[config.mk]
export PLATFORM = sky130hd
export DESIGN_NAME = kwdt_top
export DESIGN_NICKNAME = d
export VERILOG_FILES = /design/src/rtl/kwdt_pkg.sv /design/src/rtl/kwdt_busdec.sv /design/src/rtl/kwdt_ticker.sv /design/src/rtl/kwdt_fsm.sv /design/src/rtl/kwdt_top.sv
export SDC_FILE = /design/constraint.sdc
export NUM_CORES = 1
export LEC_CHECK = 0
export BUFFER_PORTS_ARGS = -buffer_cell sky130_fd_sc_hd__buf_2
export CORE_ASPECT_RATIO = 0.75
export CORE_MARGIN = 1
export CORE_UTILIZATION = 27
export CTS_BUF_LIST = sky130_fd_sc_hd__clkbuf_16
export CTS_CLUSTER_DIAMETER = 60
export DETAILED_ROUTE_END_ITERATION = 12
export PLACE_DENSITY = 0.46
export SETUP_SLACK_MARGIN = 0.02
export SYNTH_ARGS = -nofsm -noshare
export SYNTH_HDL_FRONTEND = slang
export SYNTH_HIERARCHICAL = 1
export SYNTH_SLANG_ARGS = --single-unit
[constraint.sdc]
create_clock -name clk -period 3.9 [get_ports clk]
set_input_delay 0.195 -clock clk [delete_from_list [all_inputs] [get_ports clk]]
set_output_delay 0.195 -clock clk [all_outputs]
set_load 0.1 [all_outputs]
[src/rtl/kwdt_pkg.sv]
package kwdt_pkg;

    localparam logic [7:0] RESTART_KEY  = 8'hAC;
    localparam logic [7:0] EN_READ_VAL  = 8'h9A;
    localparam logic [7:0] MODE_RST_VAL = 8'h07;

    localparam int SRC_BIT  = 3;
    localparam int STOP_BIT = 4;

    typedef enum logic [1:0] {
        ST_OPEN = 2'd0,
        ST_LOCK = 2'd1,
        ST_STOP = 2'd2,
        ST_FIRE = 2'd3
    } kwdt_state_e;

    typedef struct packed {
        logic key_ok;
        logic key_bad;
        logic en_bitop;
        logic mode_wr;
    } kwdt_evt_t;

endpackage

[src/rtl/kwdt_busdec.sv]
module kwdt_busdec
    import kwdt_pkg::*;
#(
    parameter int                ADDR_W    = 16,
    parameter logic [ADDR_W-1:0] MODE_ADDR = 16'hFF48,
    parameter logic [ADDR_W-1:0] EN_ADDR   = 16'hFF49
) (
    input  logic [ADDR_W-1:0] addr,
    input  logic              wr,
    input  logic              rd,
    input  logic              bitop,
    input  logic [7:0]        wdata,
    input  logic [7:0]        mode_q,
    output kwdt_evt_t         evt,
    output logic [7:0]        rdata
);

    logic hit_en;
    logic hit_mode;
    logic byte_wr;

    assign hit_en   = (addr == EN_ADDR);
    assign hit_mode = (addr == MODE_ADDR);
    assign byte_wr  = wr && !bitop;

    always_comb begin
        evt          = '0;
        evt.key_ok   = byte_wr && hit_en && (wdata == RESTART_KEY);
        evt.key_bad  = byte_wr && hit_en && (wdata != RESTART_KEY);
        evt.en_bitop = bitop && (wr || rd) && hit_en;
        evt.mode_wr  = byte_wr && hit_mode;
    end

    always_comb begin
        rdata = 8'h00;
        if (rd) begin
            if (hit_en) begin
                rdata = EN_READ_VAL;
            end else if (hit_mode) begin
                rdata = mode_q;
            end
        end
    end

endmodule

[src/rtl/kwdt_ticker.sv]
module kwdt_ticker #(
    parameter int BASE_SHIFT = 11,
    parameter int SEL_W      = 3,
    parameter int MAXSEL     = (1 << SEL_W) - 1,
    parameter int CW         = BASE_SHIFT + MAXSEL
) (
    input  logic             clk,
    input  logic             rst_n,
    input  logic             sclr,
    input  logic             clr,
    input  logic             run,
    input  logic             src_ls,
    input  logic             lsclk_en,
    input  logic [SEL_W-1:0] sel,
    output logic [CW-1:0]    cnt,
    output logic             ovf
);

    logic          tick;
    logic [CW-1:0] lim_m1;
    logic [CW-1:0] cnt_q;

    assign tick   = run && (src_ls ? lsclk_en : 1'b1);
    assign lim_m1 = {CW{1'b1}} >> (MAXSEL - int'(sel));
    assign ovf    = tick && !clr && (cnt_q == lim_m1);

    always_ff @(posedge clk or negedge rst_n) begin
        if (!rst_n) begin
            cnt_q <= '0;
        end else if (sclr || clr || !run) begin
            cnt_q <= '0;
        end else if (tick) begin
            cnt_q <= cnt_q + 1'b1;
        end
    end

    assign cnt = cnt_q;

endmodule

[src/rtl/kwdt_fsm.sv]
module kwdt_fsm
    import kwdt_pkg::*;
(
    input  logic        clk,
    input  logic        rst_n,
    input  kwdt_evt_t   evt,
    input  logic        ovf,
    input  logic [7:0]  wdata,
    output kwdt_state_e st,
    output logic [7:0]  mode_q,
    output logic        rst_req,
    output logic        run,
    output logic        cnt_clr,
    output logic        sclr
);

    kwdt_state_e st_q;
    kwdt_state_e st_d;
    logic        mode_load;
    logic        violation;

    // Protocol violations that matter while the watchdog runs.
    assign violation = evt.key_bad || evt.en_bitop;

    // State register.
    always_ff @(posedge clk or negedge rst_n) begin
        if (!rst_n) begin
            st_q <= ST_OPEN;
        end else begin
            st_q <= st_d;
        end
    end

    // Next-state logic.
    always_comb begin
        st_d = st_q;
        unique case (st_q)
            ST_OPEN: begin
                if (violation || ovf) begin
                    st_d = ST_FIRE;
                end else if (evt.mode_wr) begin
                    st_d = wdata[STOP_BIT] ? ST_STOP : ST_LOCK;
                end
            end
            ST_LOCK: begin
                if (violation || ovf || evt.mode_wr) begin
                    st_d = ST_FIRE;
                end
            end
            ST_STOP: begin
                st_d = ST_STOP;
            end
            ST_FIRE: begin
                st_d = ST_OPEN;
            end
            default: begin
                st_d = ST_FIRE;
            end
        endcase
    end

    // Outputs.
    always_comb begin
        rst_req   = (st_q == ST_FIRE);
        sclr      = (st_q == ST_FIRE);
        run       = (st_q == ST_OPEN) || (st_q == ST_LOCK);
        mode_load = (st_q == ST_OPEN) && evt.mode_wr;
        cnt_clr   = evt.key_ok || mode_load;
    end

    // Setup register, written once per reset.
    always_ff @(posedge clk or negedge rst_n) begin
        if (!rst_n) begin
            mode_q <= MODE_RST_VAL;
        end else if (st_q == ST_FIRE) begin
            mode_q <= MODE_RST_VAL;
        end else if (mode_load) begin
            mode_q <= wdata;
        end
    end

    assign st = st_q;

endmodule

[src/rtl/kwdt_top.sv]
module kwdt_top
    import kwdt_pkg::*;
#(
    parameter int                ADDR_W     = 16,
    parameter logic [ADDR_W-1:0] MODE_ADDR  = 16'hFF48,
    parameter logic [ADDR_W-1:0] EN_ADDR    = 16'hFF49,
    parameter int                BASE_SHIFT = 11,
    parameter int                SEL_W      = 3
) (
    input  logic              clk,
    input  logic              rst_n,
    input  logic [ADDR_W-1:0] bus_addr,
    input  logic              bus_wr,
    input  logic              bus_rd,
    input  logic              bus_bitop,
    input  logic [7:0]        bus_wdata,
    input  logic              lsclk_en,
    output logic [7:0]        bus_rdata,
    output logic              rst_req
);

    localparam int MAXSEL = (1 << SEL_W) - 1;
    localparam int CW     = BASE_SHIFT + MAXSEL;

    kwdt_evt_t     evt;
    kwdt_state_e   st_q;
    logic [7:0]    mode_q;
    logic          run;
    logic          cnt_clr;
    logic          sclr;
    logic          ovf;
    logic [CW-1:0] cnt_q;

    kwdt_busdec #(
        .ADDR_W    (ADDR_W),
        .MODE_ADDR (MODE_ADDR),
        .EN_ADDR   (EN_ADDR)
    ) u_dec (
        .addr   (bus_addr),
        .wr     (bus_wr),
        .rd     (bus_rd),
        .bitop  (bus_bitop),
        .wdata  (bus_wdata),
        .mode_q (mode_q),
        .evt    (evt),
        .rdata  (bus_rdata)
    );

    kwdt_ticker #(
        .BASE_SHIFT (BASE_SHIFT),
        .SEL_W      (SEL_W),
        .MAXSEL     (MAXSEL),
        .CW         (CW)
    ) u_tick (
        .clk      (clk),
        .rst_n    (rst_n),
        .sclr     (sclr),
        .clr      (cnt_clr),
        .run      (run),
        .src_ls   (mode_q[SRC_BIT]),
        .lsclk_en (lsclk_en),
        .sel      (mode_q[SEL_W-1:0]),
        .cnt      (cnt_q),
        .ovf      (ovf)
    );

    kwdt_fsm u_fsm (
        .clk     (clk),
        .rst_n   (rst_n),
        .evt     (evt),
        .ovf     (ovf),
        .wdata   (bus_wdata),
        .st      (st_q),
        .mode_q  (mode_q),
        .rst_req (rst_req),
        .run     (run),
        .cnt_clr (cnt_clr),
        .sclr    (sclr)
    );

endmodule

== Word level (Yosys, flattened, before mapping) ==
Cells that the tools add are included.

* Add/subtract/negate cells: 2
* Reductions and logical operators: 26
* Shift-type cells: 1
* Equality and inequality tests: 10
* Muxes and demuxes: 13

{| class="wikitable"
|+ Operators with widths
! cell !! number
|-
| 8-bit two-way mux || 5
|-
| 18-bit two-way mux || 2
|-
| 16-bit == test (second input constant) || 2
|-
| 18-bit by 32-bit right shift with 18-bit output (first input constant) || 1
|-
| 18-bit by 1-bit adder with 18-bit output (second input constant) || 1
|-
| 18-bit == test || 1
|-
| 1-bit logical AND || 11
|-
| 8-bit == test (second input constant) || 1
|-
| 1-bit logical OR || 8
|-
| 2-bit two-way mux || 4
|-
| 8-bit inequality test (second input constant) || 1
|-
| 2-bit case mux with 4 select lines || 1
|-
| 2-bit == test (second input constant) || 2
|-
| 2-bit nonzero test || 2
|-
| 3-bit by 3-bit subtractor with 4-bit output (first input constant) || 1
|-
| 1-bit logical NOT || 3
|-
| 3-bit by 1-bit inequality test with 1-bit output (second input constant) || 1
|-
| 2-bit by 1-bit == test with 1-bit output (second input constant) || 1
|-
| 2-bit logical NOT || 1
|-
| 2-bit by 1-bit inequality test with 1-bit output (second input constant) || 1
|-
| 2-bit AND reduction || 1
|-
| 1-bit two-way mux || 1
|}

* Output and inout bits: 9
* Bits of input ports: 30
* Flip-flop bits (word level): 28
* Logic and storage cells: 55

== Logic depth before layout (Yosys ltp) ==
* Depth in word-level cells: 12
* Depth in mapped cells: 11
* Depth with buffers taken out: 10

== Modules after synthesis ==
Netlist, hierarchy kept.

{| class="wikitable"
|+ Modules (own cells, without submodules)
! module !! times used !! area an instance (sq um) !! cells an instance !! seq. area each (sq um)
|-
| kwdt_ticker || 1 || 1,151.1 || 120 || 450.4
|-
| kwdt_fsm || 1 || 531.8 || 56 || 254.0
|-
| kwdt_busdec || 1 || 210.2 || 29 || 0.0
|}

== Worst setup path after synthesis ==
Ideal clock, no wire load.

* Path kind: input-to-output
* Start point: input bus_addr[1]
* End point: output bus_rdata[0]
* Stages: 4
* Arrival: 3,475 ps
* Path slack: 230 ps
* Buffers on the path: 1
* Required time: 3,705 ps
* Cells stage by stage: or4b_1 or4_1 buf_2 nor3_1

* Longest elaborated chain between the ends: 4
* Elaborated cells between the ends (all ways): 5
* Those cells by class: 2 x eq/ne; 3 x mux

{| class="wikitable"
|+ RTL lines
! item !! line !! text
|-
| start: declaration || kwdt_top.sv:12 || <nowiki>input logic [ADDR_W-1:0] bus_addr,</nowiki>
|-
| 16-bit == test || kwdt_busdec.sv:23 || <nowiki>assign hit_mode = (addr == MODE_ADDR);</nowiki>
|-
| 8-bit two-way mux || kwdt_busdec.sv:39 || <nowiki>end else if (hit_mode) begin</nowiki>
|-
| 8-bit two-way mux * || kwdt_busdec.sv:37 || <nowiki>if (hit_en) begin</nowiki>
|-
| 8-bit two-way mux * || kwdt_busdec.sv:36 || <nowiki>if (rd) begin</nowiki>
|-
| end: declaration || kwdt_top.sv:18 || <nowiki>output logic [7:0] bus_rdata,</nowiki>
|}

Mark *: on every way between the ends. The rest lies on a longest branch, timed or not.

==> impl_metrics.py <==
metrics = {
    "worst_setup_path": {
        "crit_required_ps": 4080,
        "r2r_setup_slack_ps": 1490,
        "path_max_fanout": 9,
        "startpoint_type": "input port",
        "r2r_start": "u_fsm/st[1]",
        "arrival_ps": 3020,
        "end_kind": "flop",
        "critPathKind": "in -> reg",
        "reg2regPathDepth": 9,
        "r2r_end": "u_fsm/st[0]",
    },
    "routing": {
        "post-route-drc-count": 0,
        "wl_per_cell_um": 13.7,
        "ant_nets": 0,
        "wirelength_um": 4420,
        "vias": 1622,
        "via_per_inst": 5.04,
        "drt-initial-drc-count": 81,
        "drt_pass1_iterations": 4,
    },
    "cells_and_area": {
        "drive_above_1_share_pct": 24.4,
        "fillers": 692,
        "nNetsFinal": 274,
        "antenna_cells": 0,
        "utilization_pct": 32.5,
        "syn_to_final_growth_pct": 16.8,
    },
    "grt": {
        "grt_pass1_vias": 1464,
        "grt_pass1_wl_um": 7180,
        "grt_start_max_net_pins": 29,
        "grt_use_total_pct": 12.4,
        "overflow": 0,
        "antenna_found_initial": 0,
    },
    "worst_hold_path": {
        "hold_end": "u_fsm/mode_q[1]",
        "hold_path_depth": 3,
        "worstHoldPathType": "in -> reg",
        "min_from": "bus_wdata[1]",
    },
    "clock_tree": {
        "cts_buffers": 3,
        "clkLatencyLatePin_ps": 260,
        "cts_setup_buffers": 0,
        "cts_tree": "built",
        "cts.clk_slew.worst_paths_ps": 70,
        "cts.sinks": 28,
        "cts_root_buffer": "clkbuf_16",
        "clk_path_buf_depth": 2,
        "h-tree-depth": 1,
        "cts_resized": 0,
    },
    "synthesis": {
        "ys.flop_type": "dfrtp_1",
        "async_flop_share_pct": 100,
        "ys_top_cells_by_count": "26 x nand2_1, 25 x dfrtp_1, 16 x a21oi_1",
        "yosysSeqAreaShare_pct": 37.2,
        "ys_warn_count": 6,
        "synthTopCellsByArea": "dfrtp_1 33%, nand2_1 5.2%, a21oi_1 4.2%, dfstp_2 4.2%, xor2_1 3.7%",
        "netlist_instances": 205,
        "synth_seq_cells": 28,
        "synth.net_count": 240,
        "yosysTopAreaCell": "dfrtp_1",
        "syn_area_sq_mm": 0.00189,
        "yosysMostFrequentCell": "nand2_1",
        "synth_edf_count": 0,
        "synth_top_area_share_pct": 33.0,
        "avgSynthCellArea_sq_um": 9.23,
        "yosysUniqueCellTypes": 56,
    },
    "sta": {
        "hold_viol": 0,
        "setup_violations": 0,
        "fin_crit_ps": 2840,
        "final_max_slew_viol_count": 0,
        "maxClockFrequency_mhz": 352,
        "slew_headroom_pct": 41.9,
        "final.setup.tns_ps": 0,
        "fin_crit_sh_pct": 72.9,
        "finClkSkew_ps": 4.67,
        "rsz0062_at_grt": "no",
        "worstMarginPinSlew_ps": 863,
    },
    "power_and_ir_drop": {
        "p_leak_nw": 0.931,
        "power_density_mw_per_mm2": 390,
        "ir_drop_v": 0.000205,
    },
    "flow_run": {
        "cap_viol_max_count": 0,
    },
    "die": {
        "rows": 26,
        "chipHeight_um": 74.5,
        "coreArea_sq_mm": 0.00680,
        "die_area_sq_mm": 0.00735,
        "die_w_um": 98.7,
        "initial_core_util_pct": 27.8,
        "io_pins": 39,
    },
    "place": {
        "place_hpwl_um": 3190,
        "io_buffers": 38,
        "gp_congestion": 0.782,
    },
    "status": {
        "status": "finished clean",
    },
}
[worst max-delay path: stages]
cell	delay, ps
buf_2	90
or4b_1	520
or4_1	690
nor4b_4	370
nand2_1	270
nand2b_1	160
or3_1	130
nor4_1	50
nor3_2	190
a31o_1	200
a2bb2oi_1	160
[placed cells by master (no fill, tap or decap), types with 2 or more instances in the layout]
master / netlist / routed
dfstp_2: 3 / 3
nor4_1: 5 / 5
a2bb2oi_1: 2 / 2
nand2_1: 26 / 26
buf_2: 2 / 38
nand4_1: 9 / 9
nor2_1: 12 / 12
o31ai_1: 7 / 7
nand4b_1: 2 / 2
and2_1: 2 / 2
xnor2_1: 2 / 2
o21a_1: 4 / 4
inv_1: 4 / 4
nand3_4: 2 / 2
or4_1: 7 / 7
mux2i_1: 3 / 3
nand3b_1: 4 / 4
a21oi_1: 16 / 16
o21ai_0: 3 / 3
xor2_1: 8 / 8
ha_1: 5 / 5
nand3_1: 5 / 5
dfrtp_1: 25 / 25
clkbuf_16: 0 / 3
nor3_1: 4 / 4
and3b_1: 3 / 3
nand2b_1: 2 / 2
or3_1: 4 / 4
[how the worst max path moves through the flow]
stage | start | endpoint | slack [ps] | depth (start not counted)
floorplan | bus_addr[1] | bus_rdata[0] | 230 | 4
CTS | bus_addr[1] | u_fsm/st[0] | 1040 | 11
global route | bus_addr[1] | u_fsm/st[0] | 860 | 11
detailed placement | bus_addr[1] | u_fsm/st[1] | 770 | 11
global placement | bus_addr[1] | u_fsm/st[1] | 880 | 11
finish | bus_addr[1] | u_fsm/st[0] | 1060 | 11
[area by class of cell]
type | count | area, sq um | share of cell area (%)
inverters | 4 | 15.0 | 0.679
clock buffers | 3 | 75.1 | 3.40
multi-input cells | 163 | 1110 | 50.1
clock inverters | 1 | 3.75 | 0.170
well taps | 84 | 105 | 4.75
repair buffers | 39 | 200 | 9.05
flip-flops and latches | 28 | 704 | 31.9
[where the power goes]
part           switching, mW  internal (mW)  total [mW]
combinational          0.196         0.0993       0.295
clock                 0.0962          0.137       0.234
sequential            0.0225          0.311       0.334
[what timing repair did]
action | 4_1_cts | 5_1_grt
endpoints found under the hold margin | 25 | 0
hold buffers | 1 | 0
setup endpoints to repair | 0 | 0
[state kept, by name (all words and copies together) (netlist names)]
name / flops
u_fsm/st: 2
u_fsm/mode_q: 8
u_tick/cnt: 18
[layer usage]
metal	up-vias	global-route usage [%]	routed length, um
met2	15	20.7	1960
met3	2	2.26	87
li1	824	-	-
met5	-	0	0
met4	0	1.49	17
met1	781	17.4	2350
[metrics by stage]
step | cells | worst slack (ps) | hold WS [ps] | total power [mW] | cell area (sq um)
CTS | 322 | 1040 | 155 | 0.879 | 2210
floorplan | 205 | 230 | -101 | 0.563 | 1890
finish | 322 | 1060 | 157 | 0.862 | 2210
detailed placement | 317 | 772 | 278 | 0.635 | 2120
global route | 322 | 862 | 174 | 0.916 | 2210
global placement | 317 | 885 | 284 | 0.634 | 2120
[cell families (layout without fill, tap and decap cells)]
group	after synthesis	in the layout	synth area share, %
multiplexers	3	3	1.59
flip-flops	28	28	37.2
AND/OR/NAND/NOR	106	106	35.8
buffers and inverters	14	47	4.30
AO/OA/AOI/OAI	39	39	13.2
adder cells (fa/ha/maj)	5	5	3.30
XOR/XNOR	10	10	4.63
No activity file was read; power rests on OpenSTA's default activity.
